[src/rtl/gctr_pkg.sv]
package gctr_pkg;
  typedef enum logic [1:0] {
    GSRC_PIN   = 2'd0,
    GSRC_MATCH = 2'd1,
    GSRC_CMPA  = 2'd2,
    GSRC_CMPB  = 2'd3
  } gate_src_e;

  function automatic logic [15:0] f_step16(input logic [15:0] v);
    return v + 16'd1;
  endfunction

  function automatic logic f_at_period(input logic [7:0] cur, input logic [7:0] per);
    return cur == per;
  endfunction
endpackage

[src/rtl/gctr_sync.sv]
module gctr_sync #(
  parameter int WIDTH  = 3,
  parameter int STAGES = 2
) (
  input  logic             clk,
  input  logic             srst,
  input  logic [WIDTH-1:0] d,
  output logic [WIDTH-1:0] q
);
  logic [STAGES-1:0][WIDTH-1:0] stg;

  always_ff @(posedge clk) begin
    if (srst) stg[0] <= '0;
    else      stg[0] <= d;
  end

  for (genvar i = 1; i < STAGES; i++) begin : g_stage
    always_ff @(posedge clk) begin
      if (srst) stg[i] <= '0;
      else      stg[i] <= stg[i-1];
    end
  end

  assign q = stg[STAGES-1];
endmodule

[src/rtl/gctr_period.sv]
module gctr_period #(
  parameter int PW = 8
) (
  input  logic          clk,
  input  logic          srst,
  input  logic          tick,
  input  logic [PW-1:0] per_val,
  output logic          match_pls
);
  logic [PW-1:0] per_cnt;
  logic          wrap_now;

  assign wrap_now = tick && (per_cnt == per_val);

  always_ff @(posedge clk) begin
    if (srst) begin
      per_cnt   <= '0;
      match_pls <= 1'b0;
    end else if (tick) begin
      match_pls <= wrap_now;
      per_cnt   <= wrap_now ? '0 : per_cnt + 1'b1;
    end
  end


  pulse_cnt_chk: assert property (@(posedge clk) disable iff (srst)
    match_pls |-> (per_cnt == '0));


  pulse_len_chk: assert property (@(posedge clk) disable iff (srst)
    (tick && !wrap_now) |=> !match_pls);
endmodule

[src/rtl/gctr_gate.sv]
module gctr_gate
  import gctr_pkg::*;
#(
  parameter int SYNC_STAGES = 2
) (
  input  logic      clk,
  input  logic      srst,
  input  gate_src_e src_sel,
  input  logic      gate_pol,
  input  logic      tgl_en,
  input  logic      ext_gate,
  input  logic      cmp1_in,
  input  logic      cmp2_in,
  input  logic      match_pls,
  output logic      gate_eff
);
  localparam int NSYNC = 3;

  logic [NSYNC-1:0] raw_in, syn_in;
  logic             src_lvl, gate_adj, gate_dly, gate_rise, tff;

  assign raw_in = {cmp2_in, cmp1_in, ext_gate};

  gctr_sync #(.WIDTH(NSYNC), .STAGES(SYNC_STAGES)) u_sync (
    .clk (clk),
    .srst(srst),
    .d   (raw_in),
    .q   (syn_in)
  );

  always_comb begin
    unique case (src_sel)
      GSRC_PIN:   src_lvl = syn_in[0];
      GSRC_MATCH: src_lvl = match_pls;
      GSRC_CMPA:  src_lvl = syn_in[1];
      default:    src_lvl = syn_in[2];
    endcase
  end

  assign gate_adj  = gate_pol ? src_lvl : ~src_lvl;
  assign gate_rise = gate_adj & ~gate_dly;

  always_ff @(posedge clk) begin
    if (srst) begin
      gate_dly <= 1'b0;
      tff      <= 1'b0;
    end else begin
      gate_dly <= gate_adj;
      if (!tgl_en)        tff <= 1'b0;
      else if (gate_rise) tff <= ~tff;
    end
  end

  assign gate_eff = tgl_en ? tff : gate_adj;


  tff_clr_chk: assert property (@(posedge clk) disable iff (srst)
    !tgl_en |=> !tff);


  tff_hold_chk: assert property (@(posedge clk) disable iff (srst)
    (tgl_en && !gate_rise) |=> $stable(tff));


  tff_flip_chk: assert property (@(posedge clk) disable iff (srst)
    (tgl_en && gate_rise) |=> (tff != $past(tff)));
endmodule

[src/rtl/gctr_counter.sv]
module gctr_counter
  import gctr_pkg::*;
(
  input  logic        clk,
  input  logic        srst,
  input  logic        inc,
  input  logic        ld,
  input  logic [15:0] ld_val,
  output logic [15:0] count
);
  always_ff @(posedge clk) begin
    if (srst)     count <= '0;
    else if (ld)  count <= ld_val;
    else if (inc) count <= f_step16(count);
  end


  ld_prio_chk: assert property (@(posedge clk) disable iff (srst)
    ld |=> (count == $past(ld_val)));


  hold_chk: assert property (@(posedge clk) disable iff (srst)
    (!ld && !inc) |=> $stable(count));


  step_chk: assert property (@(posedge clk) disable iff (srst)
    (!ld && inc) |=> (count == 16'($past(count) + 16'd1)));
endmodule

[src/rtl/gated_counter.sv]
module gated_counter
  import gctr_pkg::*;
#(
  parameter int PW          = 8,
  parameter int SYNC_STAGES = 2
) (
  input  logic          clk,
  input  logic          srst,
  input  logic          tick,
  input  logic          gate_en,
  input  logic [1:0]    src_sel,
  input  logic          gate_pol,
  input  logic          tgl_en,
  input  logic [PW-1:0] per_val,
  input  logic          ext_gate,
  input  logic          cmp1_in,
  input  logic          cmp2_in,
  input  logic          ld,
  input  logic [15:0]   ld_val,
  output logic [15:0]   count,
  output logic          gate_val
);
  logic match_pls, gate_eff, cnt_inc;

  gctr_period #(.PW(PW)) u_per (
    .clk      (clk),
    .srst     (srst),
    .tick     (tick),
    .per_val  (per_val),
    .match_pls(match_pls)
  );

  gctr_gate #(.SYNC_STAGES(SYNC_STAGES)) u_gate (
    .clk      (clk),
    .srst     (srst),
    .src_sel  (gate_src_e'(src_sel)),
    .gate_pol (gate_pol),
    .tgl_en   (tgl_en),
    .ext_gate (ext_gate),
    .cmp1_in  (cmp1_in),
    .cmp2_in  (cmp2_in),
    .match_pls(match_pls),
    .gate_eff (gate_eff)
  );

  assign cnt_inc  = tick & (~gate_en | gate_eff);
  assign gate_val = gate_eff;

  gctr_counter u_cnt (
    .clk   (clk),
    .srst  (srst),
    .inc   (cnt_inc),
    .ld    (ld),
    .ld_val(ld_val),
    .count (count)
  );


  bypass_chk: assert property (@(posedge clk) disable iff (srst)
    (tick && !gate_en && !ld) |=> (count == 16'($past(count) + 16'd1)));
endmodule

[config.mk]
export PLATFORM = sky130hd
export DESIGN_NAME = gated_counter
export DESIGN_NICKNAME = d
export VERILOG_FILES = /design/src/rtl/gctr_pkg.sv /design/src/rtl/gctr_sync.sv /design/src/rtl/gctr_period.sv /design/src/rtl/gctr_gate.sv /design/src/rtl/gctr_counter.sv /design/src/rtl/gated_counter.sv
export SDC_FILE = /design/constraint.sdc
export NUM_CORES = 1
export LEC_CHECK = 0
export BUFFER_PORTS_ARGS = -buffer_cell sky130_fd_sc_hd__buf_2
export CAP_MARGIN = 20
export CORE_MARGIN = 2
export CORE_UTILIZATION = 45
export DETAILED_ROUTE_END_ITERATION = 16
export PLACE_DENSITY = 0.75
export SYNTH_ARGS = -nofsm -noshare
export SYNTH_HDL_FRONTEND = slang
export SYNTH_SLANG_ARGS = --single-unit
export TNS_END_PERCENT = 100
[constraint.sdc]
create_clock -name clk -period 2.7 [get_ports clk]
set_input_delay 0 -clock clk [delete_from_list [all_inputs] [get_ports clk]]
set_output_delay 0 -clock clk [all_outputs]
set_load 0.02 [all_outputs]
==> results of run 1 <==
==> worst reg2reg max path, delay by kind of cell (launching register included) <==
kind             cells  cell delay (ns)
multiplexers         1             0.17
flip-flops           1             0.32
XOR/XNOR             1             0.14
AND/OR/NAND/NOR      1             0.53
AO/OA/AOI/OAI        2             0.59
==> area by class of cell <==
class / count / area [sq um]
clock buffer: 7 / 86.33
clock inverter: 1 / 30.03
fill: 341 / 1401
inverter: 5 / 18.77
multi-input combinational: 150 / 1011
sequential: 33 / 660.6
tap: 48 / 60.06
timing repair buffer: 68 / 420.4
==> worst paths after layout <==
path,to,slack [ns],cells past startpoint
worst max register to register,u_cnt.count[10],0.85,5
worst min-delay path,u_cnt.count[6],0.02,3
worst min register to register,u_gate.u_sync.q[1],0.44,1
worst max-delay path,u_cnt.count[10],0.78,6
==> kinds of logic after synthesis <==
group,synth area share [%]
buffers and inverters,3.328
adder cells (fa/ha/maj),1.447
XOR/XNOR,8.611
flip-flops,38.21
AND/OR/NAND/NOR,27.28
AO/OA/AOI/OAI,17.87
multiplexers,3.256
==> metrics by stage <==
step / util, % / hold WS, ns / cell area [sq um] / setup WS (ns) / power [mW]
finish: 62.01 / 0.02410 / 2287 / 0.7762 / 1.210
detailed placement: 54.51 / 0.2193 / 2011 / 0.8833 / 0.7167
CTS: 62.01 / 0.01537 / 2287 / 0.7793 / 1.216
floorplan: - / 0.1282 / 1729 / 0.9738 / 0.6521
global placement: 54.51 / 0.2091 / 2011 / 0.9282 / 0.7138
global route: 62.01 / 0.02845 / 2287 / 0.7405 / 1.266
==> power by group <==
group	internal, mW	total [mW]	leakage (nW)	switching (mW)
clock network	0.301	0.484	0.0585	0.184
logic	0.0849	0.186	0.631	0.101
registers	0.512	0.540	0.272	0.0276
total	0.898	1.21	0.961	0.312
==> layer usage <==
metal	track usage, %	wire, um	vias to the layer above
met5	0	0	-
li1	-	-	872
met1	22.47	1908	829
met4	11.22	78	0
met3	4.600	201	9
met2	33.21	2004	42
==> flip-flops by register name (all words and copies together) (netlist names) <==
name / flops
u_cnt.count: 16
u_per.per_cnt: 8
u_gate.u_sync.q: 3
u_gate.u_sync.stg: 3
u_gate.gate_dly: 1
u_gate.tff: 1
u_per.match_pls: 1
==> cell usage in the layout (no fill, tap or decap), types with 2 or more instances in the layout <==
cell type and instances:
nand2_1 10, mux2i_1 3, nor2b_1 6, nand4_1 10
o21ai_0 9, inv_1 4, a21oi_1 3, a31oi_1 2
a311oi_1 12, and4_1 4, nor3b_1 2, nor4b_1 2
a221oi_1 2, buf_2 52, nand3_1 5, nor2_1 24
o211ai_1 2, and3_1 4, or4_1 5, or3_1 7
ha_1 2, clkbuf_8 6, xnor2_1 4, nand2b_1 2
xor2_1 13, dfxtp_1 33, dlygate4sd3_1 16, o31ai_1 5
==> flow_summary.json, run 1 <==
{
  "crit_buf_inv": 2,
  "cts.reportedPaths.clkPinSlew_ns": 0.07,
  "antenna_found_initial": 0,
  "syn_nets": 235,
  "die_area_sq_um": 4355,
  "syn_inst": 197,
  "min_period_ns": 1.924,
  "dp_hpwl_um": 2799,
  "ys_async_sr_fraction_pct": 0,
  "core_sq_um": 3689,
  "via_per_inst": 5.615,
  "cts_buffers": 5,
  "ios": 53,
  "cts_sinks": 33,
  "drt-pass1-iter-count": 5,
  "drive_gt1_share_pct": 23.11,
  "final_hold_viol_count": 0,
  "clock_latency_ns": 0.29,
  "wl_per_cell_um": 13.44,
  "setup.worst_path.start_class": "primary input",
  "required_ns": 2.89,
  "slew_headroom_pct": 53.92,
  "ctsResizeCount": 0,
  "cts_hold_buf": 16,
  "cts_tree": "yes",
  "grt_usage_pct": 19.60,
  "crit-reg2reg-launch": "u_per.match_pls",
  "synth_top_cells_by_count": "dfxtp_1 (33), nor2_1 (24), xor2_1 (13)",
  "clock.fmax_ghz": 0.5198,
  "drt-total-wl_um": 4193,
  "synth.area.top_cells": "dfxtp_1 (38%), xor2_1 (6.6%), a311oi_1 (6.1%)",
  "setup_viol": 0,
  "cts_setup_buffers": 0,
  "cts.path.max_buffers": 2,
  "fin_nets": 301,
  "post-route-period-util_pct": 71.25,
  "outcome": "complete, no violations",
  "dp.cells": 288,
  "grt_max_degree": 29,
  "num_rows": 22,
  "p_leak_nw": 0.9612,
  "finalClockSkew_ns": 0.01010,
  "grt_pass1_vias": 1597,
  "vias": 1752,
  "area_delta_synth_final_pct": 32.27,
  "globalRouteOverflowTotal": 0,
  "diodes": 0,
  "path_delay_family": "simple AND/OR/NAND/NOR gates",
  "yosysUniqueCellTypes": 41,
  "slowest_stage": "dlygate4sd3_1",
  "netlist_area_sq_um": 1729,
  "instances_no_fill": 312,
  "ys_warn_count": 0,
  "start_util_pct": 46.88,
  "yosysTopAreaCell": "dfxtp_1",
  "crit_start": "tgl_en",
  "min_path_type": "primary input to register",
  "drc_errors": 0,
  "portBuffers": 52,
  "ys_ff_latch": 33,
  "drt_iter0_markers": 62,
  "yosysSeqAreaShare_pct": 38.21,
  "synth-main-ff-cell": "dfxtp_1",
  "synth.avg_cell_area_sq_um": 8.777,
  "synth_top_area_share_pct": 38.21,
  "grt_pass1_wl_um": 6568,
  "worstPathMaxFanout": 28,
  "vdd_ir_drop_max_v": 0.0004756,
  "rsz0062_at_grt": "false",
  "critical_path.cell_chain": "dlygate4sd3_1 > buf_2 > or2_2 > o211a_4 > or4_1 > a311oi_1",
  "hold_start": "ld_val[6]",
  "postRouteAntennaNets": 0,
  "arrival_ns": 2.12,
  "gp_congestion": 0.7525,
  "yosysMostFrequentCell": "dfxtp_1",
  "htree_levels": 2,
  "slew_violations": 0,
  "synth_edf_count": 0,
  "power_density_nw_per_um2": 529.1,
  "cpPeakStageDelay_ns": 0.53,
  "setup_tns_ns": 0,
  "worstSetupPathType": "primary input to register",
  "die_y_um": 65.99,
  "worst_slew_pin_slew_ns": 0.6869,
  "cp-end-kind": "register",
  "die_w_um": 65.99,
  "clockRootBuffer": "clkbuf_8",
  "maxCapViolCount": 0
}
No activity file was read; power rests on OpenSTA's default activity.
==> run 2, diff against run 1 <==
- PLACE_DENSITY: 0.75 -> 0.78
- clock period: 2.7 -> 1.7 ns (I/O delays scaled with it)
==> flow_summary.json, run 2 (synthesis results as in run 1) <==
{
  "outcome": "finished, violations left",
  "violations": "negative setup slack",
  "holdWs_ns": 0.01493,
  "rsz0062_at_grt": "true",
  "fin_nets": 328,
  "total_power_mw": 1.839,
  "largest_reg_flops": 16,
  "regMostFlops": "u_cnt.count",
  "setup.worst_path.start_class": "register",
  "power_density_nw_per_um2": 695.3,
  "final_hold_viol_count": 0,
  "vias": 1981,
  "worst_slew_pin_slew_ns": 0.5229,
  "postRouteAntennaNets": 0,
  "instances_no_fill": 339,
  "dp_hpwl_um": 3153,
  "final_cell_mix": "buf_2 (52), dfxtp_1 (24), nor2_1 (23)",
  "drt-total-wl_um": 5603,
  "grt_max_degree": 29,
  "portBuffers": 52,
  "ios": 53,
  "cp-end-kind": "register",
  "vdd_ir_drop_max_v": 0.0004439,
  "diodes": 0,
  "via_per_inst": 5.844,
  "globalRouteOverflowTotal": 0,
  "layout_setup_ws_ns": -0.1835,
  "num_rows": 22,
  "clock_latency_ns": 0.28,
  "required_ns": 1.88,
  "gp_congestion": 0.8430,
  "worstPathMaxFanout": 6,
  "drt_iter0_markers": 130,
  "reg.largest.list": "u_cnt.count x16, u_per.per_cnt x8",
  "p_leak_nw": 1.102,
  "dp.cells": 305,
  "drive_gt1_share_pct": 40.21,
  "regArea_sq_um": 674.4,
  "area_delta_synth_final_pct": 52.97,
  "multiInputGateArea_sq_um": 1200,
  "clockRootBuffer": "clkbuf_8",
  "die_area_sq_um": 4355,
  "grt_usage_pct": 23.37,
  "cts_tree": "yes",
  "wl_per_cell_um": 16.53,
  "worstHoldPathCells": 2,
  "final_common_cell": "buf_2",
  "slowest_stage": "or3_4",
  "start_util_pct": 46.88,
  "crit_cells": 6,
  "critical_path.cell_chain": "mux2i_4 > xnor2_4 > o211a_4 > buf_6 > or3_4 > a311oi_2",
  "maxCapViolCount": 0,
  "clock.fmax_ghz": 0.5309,
  "die_w_um": 65.99,
  "die_y_um": 65.99,
  "post-route-period-util_pct": 110.8,
  "path_delay_family": "compound AO/OA/AOI/OAI gates",
  "htree_levels": 2,
  "min_path_type": "primary input to register",
  "drc_errors": 0,
  "drt-pass1-iter-count": 5,
  "crit_buf_inv": 1,
  "cts.path.max_buffers": 2,
  "cts_sinks": 33,
  "worstSetupPathType": "register to register",
  "reg2regPathDepth": 6,
  "setup_tns_ns": -0.8211,
  "core_sq_um": 3689,
  "slew_violations": 0,
  "min_period_ns": 1.883,
  "cpPeakStageDelay_ns": 0.37,
  "grt_pass1_vias": 1708,
  "cts.reportedPaths.clkPinSlew_ns": 0.07,
  "finalClockSkew_ns": 0.005880,
  "arrival_ns": 2.06,
  "grt_pass1_wl_um": 7714,
  "fillers": 278,
  "antenna_found_initial": 0,
  "cts_buffers": 5,
  "slew_headroom_pct": 65.14,
  "setup_viol": 13
}
-- run 2: cell count changes in the layout (fill, tap and decap cells not counted), sizes merged --
cell and delta:
buf +27, dlygate4sd3 -3, o211a +3, bufinv -1, clkbuf +1
-- run 2: power breakdown --
| part | internal, mW | switching (mW) |
|---|---|---|
| Sequential | 0.816 | 0.0406 |
| Combinational | 0.201 | 0.219 |
| Clock | 0.291 | 0.271 |
| Total | 1.31 | 0.532 |
-- run 2: what timing repair did --
item | in CTS | in global routing
gates cloned | 2 | 1
resized for setup | 7 | 35
setup endpoints to repair | 10 | 21
buffers inserted | 1 | 10
pin swaps | 4 | 21
hold buffers | 12 | 1
hold endpoints to repair | 12 | 1
-- run 2: final timing paths --
kind,from,to,slack (ns)
max,u_gate.u_sync.q[0],u_cnt.count[4],-0.18
min,tgl_en,u_gate.tff,0.01
max reg2reg,u_gate.u_sync.q[0],u_cnt.count[4],-0.18
min reg2reg,u_gate.u_sync.stg[0],u_gate.u_sync.q[0],0.44
-- run 2: per-stage QoR --
step | worst slack (ns) | instance area, sq um | utilization, %
after floorplan | 0.006224 | 1732 | -
after global placement | -0.01148 | 2141 | 58.04
after detailed placement | -0.1556 | 2141 | 58.04
after CTS | -0.1101 | 2402 | 65.13
after global routing | -0.2518 | 2645 | 71.71
final | -0.1835 | 2645 | 71.71
-- run 2: per-layer routing --
| layer | vias up | routed length, um | track usage, % |
|---|---|---|---|
| met5 | - | 0 | 0 |
| li1 | 936 | - | - |
| met2 | 95 | 2915 | 41.16 |
| met4 | 0 | 125 | 10.20 |
| met1 | 930 | 2172 | 26.72 |
| met3 | 20 | 389 | 5.622 |
-- run 2: worst register-to-register path, delay by kind of cell (launching register included) --
family | cells | cell delay [ns]
buffers and inverters | 1 | 0.12
multiplexers | 1 | 0.22
AND/OR/NAND/NOR | 1 | 0.37
XOR/XNOR | 1 | 0.13
flip-flops | 1 | 0.34
AO/OA/AOI/OAI | 2 | 0.61
-- run 2: cell type report --
cell class                 instances  share of cell area, %
clock buffer                       8                  3.027
inverter                           5                 0.7096
multi-input combinational        153                  45.36
sequential                        33                  25.50
tap                               48                  2.271
timing repair buffer              92                  23.13
